`src/rtl/snoop_hold_sequencer.sv`:
```
module snoop_hold_sequencer #(
  parameter int ADDR_W = 29
) (
  input  logic              clk,
  input  logic              rst_n,
  input  logic              snoop_req,
  input  logic [ADDR_W-1:0] snoop_addr,
  output logic              snoop_done,
  output logic              bus_hold_req,
  input  logic              bus_hold_ack,
  input  logic              cpu_addr_strobe_n,
  input  logic              cpu_backoff_n,
  output logic [ADDR_W-1:0] addr_out,
  output logic              addr_oe,
  output logic              inq_strobe_n,
  input  logic              snoop_dirty_n,
  input  logic              wb_last
);

  typedef enum logic [2:0] {
    S_IDLE, S_ASK, S_INQ, S_SNP1, S_SNP2, S_WB, S_FIN
  } seq_state_t;

  seq_state_t state, state_nx;
  logic [ADDR_W-1:0] addr_q;

  wire grant_seen = bus_hold_ack & cpu_addr_strobe_n & cpu_backoff_n;

  always_comb begin
    state_nx = state;
    unique case (state)
      S_IDLE: if (snoop_req) state_nx = S_ASK;
      S_ASK:  if (grant_seen) state_nx = S_INQ;
      S_INQ:  state_nx = S_SNP1;
      S_SNP1: state_nx = S_SNP2;
      S_SNP2: state_nx = snoop_dirty_n ? S_FIN : S_WB;
      S_WB:   if (wb_last) state_nx = S_FIN;
      S_FIN:  state_nx = S_IDLE;
      default: state_nx = S_IDLE;
    endcase
  end

  always_ff @(posedge clk or negedge rst_n) begin
    if (!rst_n) begin
      state  <= S_IDLE;
      addr_q <= '0;
    end else begin
      state <= state_nx;
      if (state == S_IDLE && snoop_req) addr_q <= snoop_addr;
    end
  end

  assign bus_hold_req = (state != S_IDLE) && (state != S_FIN);
  assign inq_strobe_n = (state != S_INQ);
  assign addr_oe      = (state == S_INQ);
  assign addr_out     = addr_q;
  assign snoop_done   = (state == S_FIN);

endmodule


```
`config.mk`:
```
export PLATFORM = sky130hd
export DESIGN_NAME = snoop_hold_sequencer
export DESIGN_NICKNAME = d
export VERILOG_FILES = /design/src/rtl/snoop_hold_sequencer.sv
export SDC_FILE = /design/constraint.sdc
export NUM_CORES = 1
export LEC_CHECK = 0
export ABC_AREA = 1
export ABC_CLOCK_PERIOD_IN_PS = 1200
export BUFFER_PORTS_ARGS = -buffer_cell sky130_fd_sc_hd__clkbuf_2
export CAP_MARGIN = 10
export CORE_ASPECT_RATIO = 2
export CORE_MARGIN = 1
export CORE_UTILIZATION = 40
export CTS_CLUSTER_SIZE = 12
export DETAILED_ROUTE_END_ITERATION = 8
export GPL_TIMING_DRIVEN = 0
export PLACE_DENSITY = 0.8
export SLEW_MARGIN = 30
export SYNTH_ARGS = -nofsm -noshare
export SYNTH_HDL_FRONTEND = slang
export SYNTH_SLANG_ARGS = --single-unit
export TNS_END_PERCENT = 20
```
`constraint.sdc`:
```
create_clock -name clk -period 1.2 [get_ports clk]
set_clock_uncertainty 0.15 [all_clocks]
set_input_delay 0.24 -clock clk [delete_from_list [all_inputs] [get_ports clk]]
set_output_delay 0.24 -clock clk [all_outputs]
set_load 0.02 [all_outputs]
```
==> summary.md, run 1 <==
| Metric | Value |
|---|---|
| Initial Utilization | 41.6% |
| Final Hold Viols | 32 |
| Leakage | 1.16 nW |
| Number of global-route vias before repair | 1334 |
| Top_reg_cell synth | dfrtp_1 |
| Post-synth EDFFs | 0 |
| Min-delay worst type | input pin to asynchronous set/reset pin |
| Worst Tran Pin Value | approximately 0.78 ns |
| Longest Clk Path Bufs | 2 |
| Setup repair after global routing missed its margin | true |
| DPL Wire Length | 2.43 mm |
| Syn_nets | 200 |
| First-pass iteration count of the detailed router | 6 |
| Worst Setup Start Kind | flop |
| Rel. slew slack | 47.7% |
| Register area share after synthesis | 57.6% |
| N_diodes | 0 |
| Layout cells sized above 1 | 45.1% |
| DRC viols | 3 |
| # clock sinks | 32 |
| Final Critical Period | between 1.5 and 2 ns |
| Clk pin slew, worst setup/hold paths | 0.06 ns |
| Layout Nets | 282 |
| Core area | around 3300 um^2 |
| Asr flop ratio synth | 100% |
| Layout area overhead | 49.4% |
| Buffers & Inverters on Critical Path | 2 |
| Synth cell types | 17 |
| CTS root buf | clkbuf_8 |
| GRT overflow | 0 |
| CP max stage cell | dfrtp_2 |
| Endpoint type of the worst setup path | output pin |
| Final worst-path cycle share | 128% |
| Final hold slack | -0.110 ns |
| FF/Latch Area | 805 um^2 |
| Tot Pwr | 5.74 mW |
| Commonest non-fill, non-tap cell in the layout | nand2_1 |
| Pwr Density | 2760 nW/um^2 |
| Synthesized flop and latch total | 32 |
| Setup ws final | -0.334 ns |
| Top-area cell type share of the netlist area | about 58% |
| Post-DRT Antenna Nets | 0 |
| Vias | roughly 1400 |
| GRT Util Overall | 18.7% |
| I/O pins | 70 |
| CTS buffer count | 5 |
| Crit-path cells | nor3_4, inv_1, clkbuf_8 |
| Buffers on Ports | 69 |
| Failing checks | design-rule violations, negative hold slack, negative setup slack |
| DRT Wirelength | around 3.4 mm |
| Floorplan row count | 30 |
| Run status | finished with violations |
| Synth warn | 0 |
| Max cap viols | 0 |
| Most area-hungry cell type in the Yosys netlist | dfrtp_1 |
| CP Class | flop to output pin |
| CP Max Fanout | 6 |
| Top post-synthesis cells by area | dfrtp_1, nand2_1, o21ai_0, o21ai_1, inv_1 |
| Die area | 3730 um^2 |
| Gp weighted congestion | 0.796 |
| Synth Instances | ~160 |
| Req. time, crit path | 0.81 ns |
| First-pass GRT wire length | 5.26 mm |
| Max frequency | 652 MHz |
| Syn avg cell area | 8.54 um^2 |
| Fill cells | 301 |
| Area of the multi-input gates | 554 um^2 |
| Final setup fails | 43 |
| Largest net degree at the start of global routing | 33 |
| Initial drt markers | 22 |
| Detailed-route wire length per cell | between 10 and 15 um |
| Critical Path AT | 1.14 ns |
| H-tree depth | 2 |
| Family with the most delay on the worst path | flip-flops |
| Die H | 85.4 um |
| Place WS | -0.289 ns |
| Via density | roughly 5 |
| Setup_tns | -6.48 ns |
| Commonest non-fill, non-tap cells in the layout | nand2_1, clkbuf_2, dfrtp_1 |
| Fin. max-slew vios | 0 |
| Clk_lat worst skew | between 0.2 and 0.3 ns |
| Highest ir drop seen on vdd | 1.40 mV |
| Area of the mapped netlist | 1390 um^2 |
| CTS tree | yes |
| Antenna violations before repair | 0 |
| Width of the die | 43.7 um |
| Critical Path Max Stage Delay | 0.47 ns |
## per-layer routing
metal / up-vias / share of wire (%) / global-route usage, %
met2: 38 / 59 / 35.0
met1: 637 / 36 / 18.3
met5: - / 0 / 0
li1: 681 / - / -
met3: 6 / 3.3 / 3.19
met4: 0 / 1.9 / 9.38
## cell usage after synthesis, types with 2 or more instances
library cell,number
nand2_1,71
dfrtp_1,32
o21ai_0,20
o21ai_1,10
inv_1,9
nor2_1,4
buf_6,3
clkbuf_1,3
nand3_1,2
nor2_4,2
## flip-flops by register name, indices dropped and copies added (netlist names)
signal    count
addr_out     29
state         3
## worst paths after layout
path / start / endpoint / slack [ns] / cells after the start
min in group clk: snoop_addr[22] / addr_out[22]$_DFFE_PN0P_ / 0.01 / 3
max in group asynchronous: rst_n / state[2]$_DFFE_PN0P_ / 0.46 / 1
worst min register to register: addr_out[8]$_DFFE_PN0P_ / addr_out[8]$_DFFE_PN0P_ / 0.33 / 2
worst max-delay path: state[0]$_DFFE_PN0P_ / inq_strobe_n / -0.33 / 3
worst max register to register: state[0]$_DFFE_PN0P_ / addr_out[4]$_DFFE_PN0P_ / -0.26 / 6
worst min-delay path: rst_n / addr_out[2]$_DFFE_PN0P_ / -0.11 / 1
## kinds of logic after synthesis
kind of cell | after synthesis | share of synthesized area, %
AND/OR/NAND/NOR | 81 | 23.4
buffers and inverters | 18 | 7.37
flip-flops | 32 | 57.6
AO/OA/AOI/OAI | 32 | 11.7
## cell type report
cell class | instances | share of cell area [%]
Multi-Input combinational cell | 113 | 26.7
Buffer | 9 | 4.33
Tap cell | 32 | 1.93
Inverter | 9 | 1.63
Timing Repair Buffer | 75 | 22.4
Clock buffer | 8 | 4.33
Sequential cell | 32 | 38.7
## report_power, final
group / total (mW) / leakage [nW] / internal (mW) / switching (mW)
Combinational: 2.97 / 0.722 / 1.26 / 1.71
Clock: 0.812 / 0.0455 / 0.467 / 0.345
Sequential: 1.96 / 0.398 / 1.59 / 0.374
## through the flow
| stage | instance area [um^2] | utilization, % | hold slack [ns] | instances |
|---|---|---|---|---|
| floorplan | 1410 | - | -0.206 | 163 |
| global placement | 1800 | 53.7 | 0.206 | 264 |
| detailed placement | 1800 | 53.7 | 0.207 | 264 |
| CTS | 1950 | 58.4 | -0.0895 | 275 |
| global route | 2080 | 62.2 | -0.0485 | 278 |
| finish | 2080 | 62.2 | -0.110 | 278 |
## worst register-to-register path: stages (launching register included)
cell and delay (ns):
dfrtp_2 0.47, nor2_4 0.16, nand2_4 0.09, buf_6 0.15, clkbuf_16 0.15, o21ai_1 0.11, nand2_1 0.06
## repair_timing
| item | in CTS | in global routing |
|---|---|---|
| gates resized for setup | 15 | 54 |
| pin swaps | 3 | 4 |
| hold endpoints to repair | 32 | 32 |
| endpoints found under the setup margin | 51 | 64 |
| cloned | 0 | 2 |
| buffers inserted | 3 | 1 |
(Power assumes the default switching activity.)
==> run 2, diff against run 1 <==
--- a/config.mk
+++ b/config.mk
@@ -11,11 +11,11 @@
 export CAP_MARGIN = 10
 export CORE_ASPECT_RATIO = 2
 export CORE_MARGIN = 1
-export CORE_UTILIZATION = 40
+export CORE_UTILIZATION = 39
 export CTS_CLUSTER_SIZE = 12
 export DETAILED_ROUTE_END_ITERATION = 8
 export GPL_TIMING_DRIVEN = 0
-export PLACE_DENSITY = 0.8
+export PLACE_DENSITY = 0.79
 export SLEW_MARGIN = 30
 export SYNTH_ARGS = -nofsm -noshare
 export SYNTH_HDL_FRONTEND = slang
==> summary.md, run 2 (same netlist as run 1, synthesis figures left out) <==
| Metric | Value |
|---|---|
| Final worst-path cycle share | 128% (about the same) |
| Via density | 4.79 (was 4.90) |
| First-pass iteration count of the detailed router | 6 (unchanged) |
| Critical Path Source | state[1]$_DFFE_PN0P_ (was state[0]$_DFFE_PN0P_) |
| Clk_lat worst skew | 0.28 ns (was 0.27 ns) |
| Gp weighted congestion | 0.766 (was 0.796) |
| CP Max Fanout | 4 (was 6) |
| CP Class | flop to output pin (unchanged) |
| H-tree depth | 2 (unchanged) |
| CTS tree | yes (unchanged) |
| Worst r2r src | state[1]$_DFFE_PN0P_ (was state[0]$_DFFE_PN0P_) |
| Hold buffer count at CTS | 3 |
| Fin. max-slew vios | 0 (unchanged) |
| Layout Nets | 285 (was 282) |
| Initial Utilization | 41.2% (was 41.6%) |
| Failing checks | design-rule violations, negative hold slack, negative setup slack (unchanged) |
| Commonest non-fill, non-tap cells in the layout | nand2_1, clkbuf_2, dfrtp_1 (unchanged) |
| Detailed-route wire length per cell | 11.6 um (was 12.1 um) |
| Max frequency | 653 MHz (was 652 MHz) |
| Clock share of power | 15.4% (was 14.1%) |
| Worst Tran Pin Value | 0.786 ns (was 0.784 ns) |
| Max cap viols | 0 (unchanged) |
| Crit-path cells | nand2_2, nor2_2, a21oi_2, clkbuf_8 (was nor3_4, inv_1, clkbuf_8) |
| Final hold slack | -0.120 ns (was -0.110 ns) |
| Layout cells sized above 1 | 45.4% (was 45.1%) |
| Final setup fails | 51 (was 43) |
| Pwr Density | 2730 nW/um^2 (was 2760 nW/um^2) |
| Final Hold Viols | 32 (unchanged) |
| Setup repair after global routing missed its margin | true (unchanged) |
| Highest ir drop seen on vdd | 1.40 mV (about the same) |
| Longest Clk Path Bufs | 2 (unchanged) |
| # clock sinks | 32 (unchanged) |
| Min-delay worst type | input pin to asynchronous set/reset pin (unchanged) |
| Run status | finished with violations (unchanged) |
| Critical Path AT | 1.14 ns (about the same) |
| Rel. slew slack | 47.6% (was 47.7%) |
| Internal power | 3.34 mW (was 3.31 mW) |
| Core area | 3380 um^2 (was 3340 um^2) |
| GRT Util Overall | 18.8% (was 18.7%) |
| Buffers & Inverters on Critical Path | 1 (was 2) |
| Seq pwr share | 33.7% (was 34.2%) |
| Final Critical Period | 1.53 ns (about the same) |
| Post-DRT Antenna Nets | 0 (unchanged) |
| Req. time, crit path | 0.81 ns (about the same) |
| Endpoint type of the worst setup path | output pin (unchanged) |
| Largest net degree at the start of global routing | 33 (unchanged) |
| Net Switching | 2.41 mW (was 2.43 mW) |
| CP max stage cell | dfrtp_2 (unchanged) |
| Tot Pwr | 5.75 mW (was 5.74 mW) |
| Buffers on Ports | 69 (unchanged) |
| Sw frac | 42.0% (was 42.3%) |
| I/O pins | 70 (unchanged) |
| Dpl cells | 264 (unchanged) |
| Layout area overhead | 51.2% (was 49.4%) |
| Floorplan row count | 30 (unchanged) |
| Width of the die | 44.2 um (was 43.7 um) |
| Clk pin slew, worst setup/hold paths | 0.07 ns (was 0.06 ns) |
| First-pass GRT wire length | 5.24 mm (was 5.26 mm) |
| Max reg flops | 29 (unchanged) |
| Setup ws final | -0.332 ns (was -0.334 ns) |
| Number of global-route vias before repair | 1237 (was 1334) |
| Combinational share of power | 50.9% (was 51.7%) |
| DRT Wirelength | 3.26 mm (was 3.36 mm) |
| Commonest non-fill, non-tap cell in the layout | nand2_1 (unchanged) |
| Family with the most delay on the worst path | flip-flops (unchanged) |
| Initial drt markers | 25 (was 22) |
| Vias | 1345 (was 1362) |
| R2R depth | 6 (unchanged) |
| Place WS | -0.246 ns (was -0.289 ns) |
| GRT overflow | 0 (unchanged) |
| CTS root buf | clkbuf_8 (unchanged) |
| CTS buffer count | 5 (unchanged) |
| Final Non-Filler Cells | 281 (was 278) |
| DPL Wire Length | 2.32 mm (was 2.43 mm) |
| Die H | 86.5 um (was 85.4 um) |
| Worst path depth | 4 (was 3) |
| Antenna violations before repair | 0 (unchanged) |
| Setup_tns | -6.43 ns (was -6.48 ns) |
| N_diodes | 0 (unchanged) |
| DRC viols | 4 (was 3) |
| Die area | 3830 um^2 (was 3730 um^2) |
| Critical Path Max Stage Delay | 0.45 ns (was 0.47 ns) |
| Leakage | 1.18 nW (was 1.16 nW) |
| Worst Setup Start Kind | flop (unchanged) |
-- run 2: cell count changes in the layout (fill, tap and decap cells not counted), moves of 3 or more --
cell           change
buf_2              +3
buf_4              +3
clkbuf_2           -4
dlygate4sd3_1      +3
o21ai_0            +4
o21ai_1            -4
-- run 2: final cells by class --
class | count | area (um^2)
Clock buffer | 8 | 100
Buffer | 9 | 90.1
Sequential cell | 32 | 805
Inverter | 9 | 33.8
Multi-Input combinational cell | 113 | 557
Fill cell | 329 | 1270
Tap cell | 32 | 40.0
Timing Repair Buffer | 78 | 478
-- run 2: final timing paths --
kind,end,slack [ns]
min in group clk,addr_out[9]$_DFFE_PN0P_,0.01
max,bus_hold_req,-0.33
min reg2reg,addr_out[20]$_DFFE_PN0P_,0.32
max reg2reg,addr_out[16]$_DFFE_PN0P_,-0.24
max in group asynchronous,state[2]$_DFFE_PN0P_,0.48
min,addr_out[15]$_DFFE_PN0P_,-0.12
-- run 2: layer usage --
layer  track usage (%)  share of wire, %  vias to the layer above
li1                  -                 -                      683
met1              19.0                37                      610
met2              33.6                57                       43
met3              4.17               3.9                        9
met4              10.5               2.7                        0
met5                 0                 0                        -
-- run 2: per-stage QoR --
stage	util (%)	hold WS [ns]	cell area, um^2
floorplan	-	-0.206	1410
global placement	53.1	0.201	1800
detailed placement	53.1	0.203	1800
CTS	58.5	-0.103	1980
global route	62.3	-0.0819	2100
finish	62.3	-0.120	2100
-- run 2: repair_timing --
action / CTS / global route
buffers inserted: 3 / 3
hold endpoints to repair: 35 / 32
resized for setup: 11 / 62
endpoints found under the setup margin: 58 / 64
pin swaps: 2 / 7
-- run 2: power groups by stage --
stage               logic [mW]  clock network, mW  registers (mW)
finish                    2.93              0.884            1.94
global route              3.22              0.961            2.00
CTS                       2.58              0.912            1.90
detailed placement        2.40                  0            1.92
global placement          2.35                  0            1.90
floorplan                 1.07                  0            2.43
-- run 2: worst reg2reg max path: cells and delay by family, from the launching register on --
| kind | cells | cell delay, ns |
|---|---|---|
| flip-flops | 1 | 0.45 |
| buffers and inverters | 2 | 0.28 |
| AND/OR/NAND/NOR | 3 | 0.32 |
| AO/OA/AOI/OAI | 1 | 0.11 |
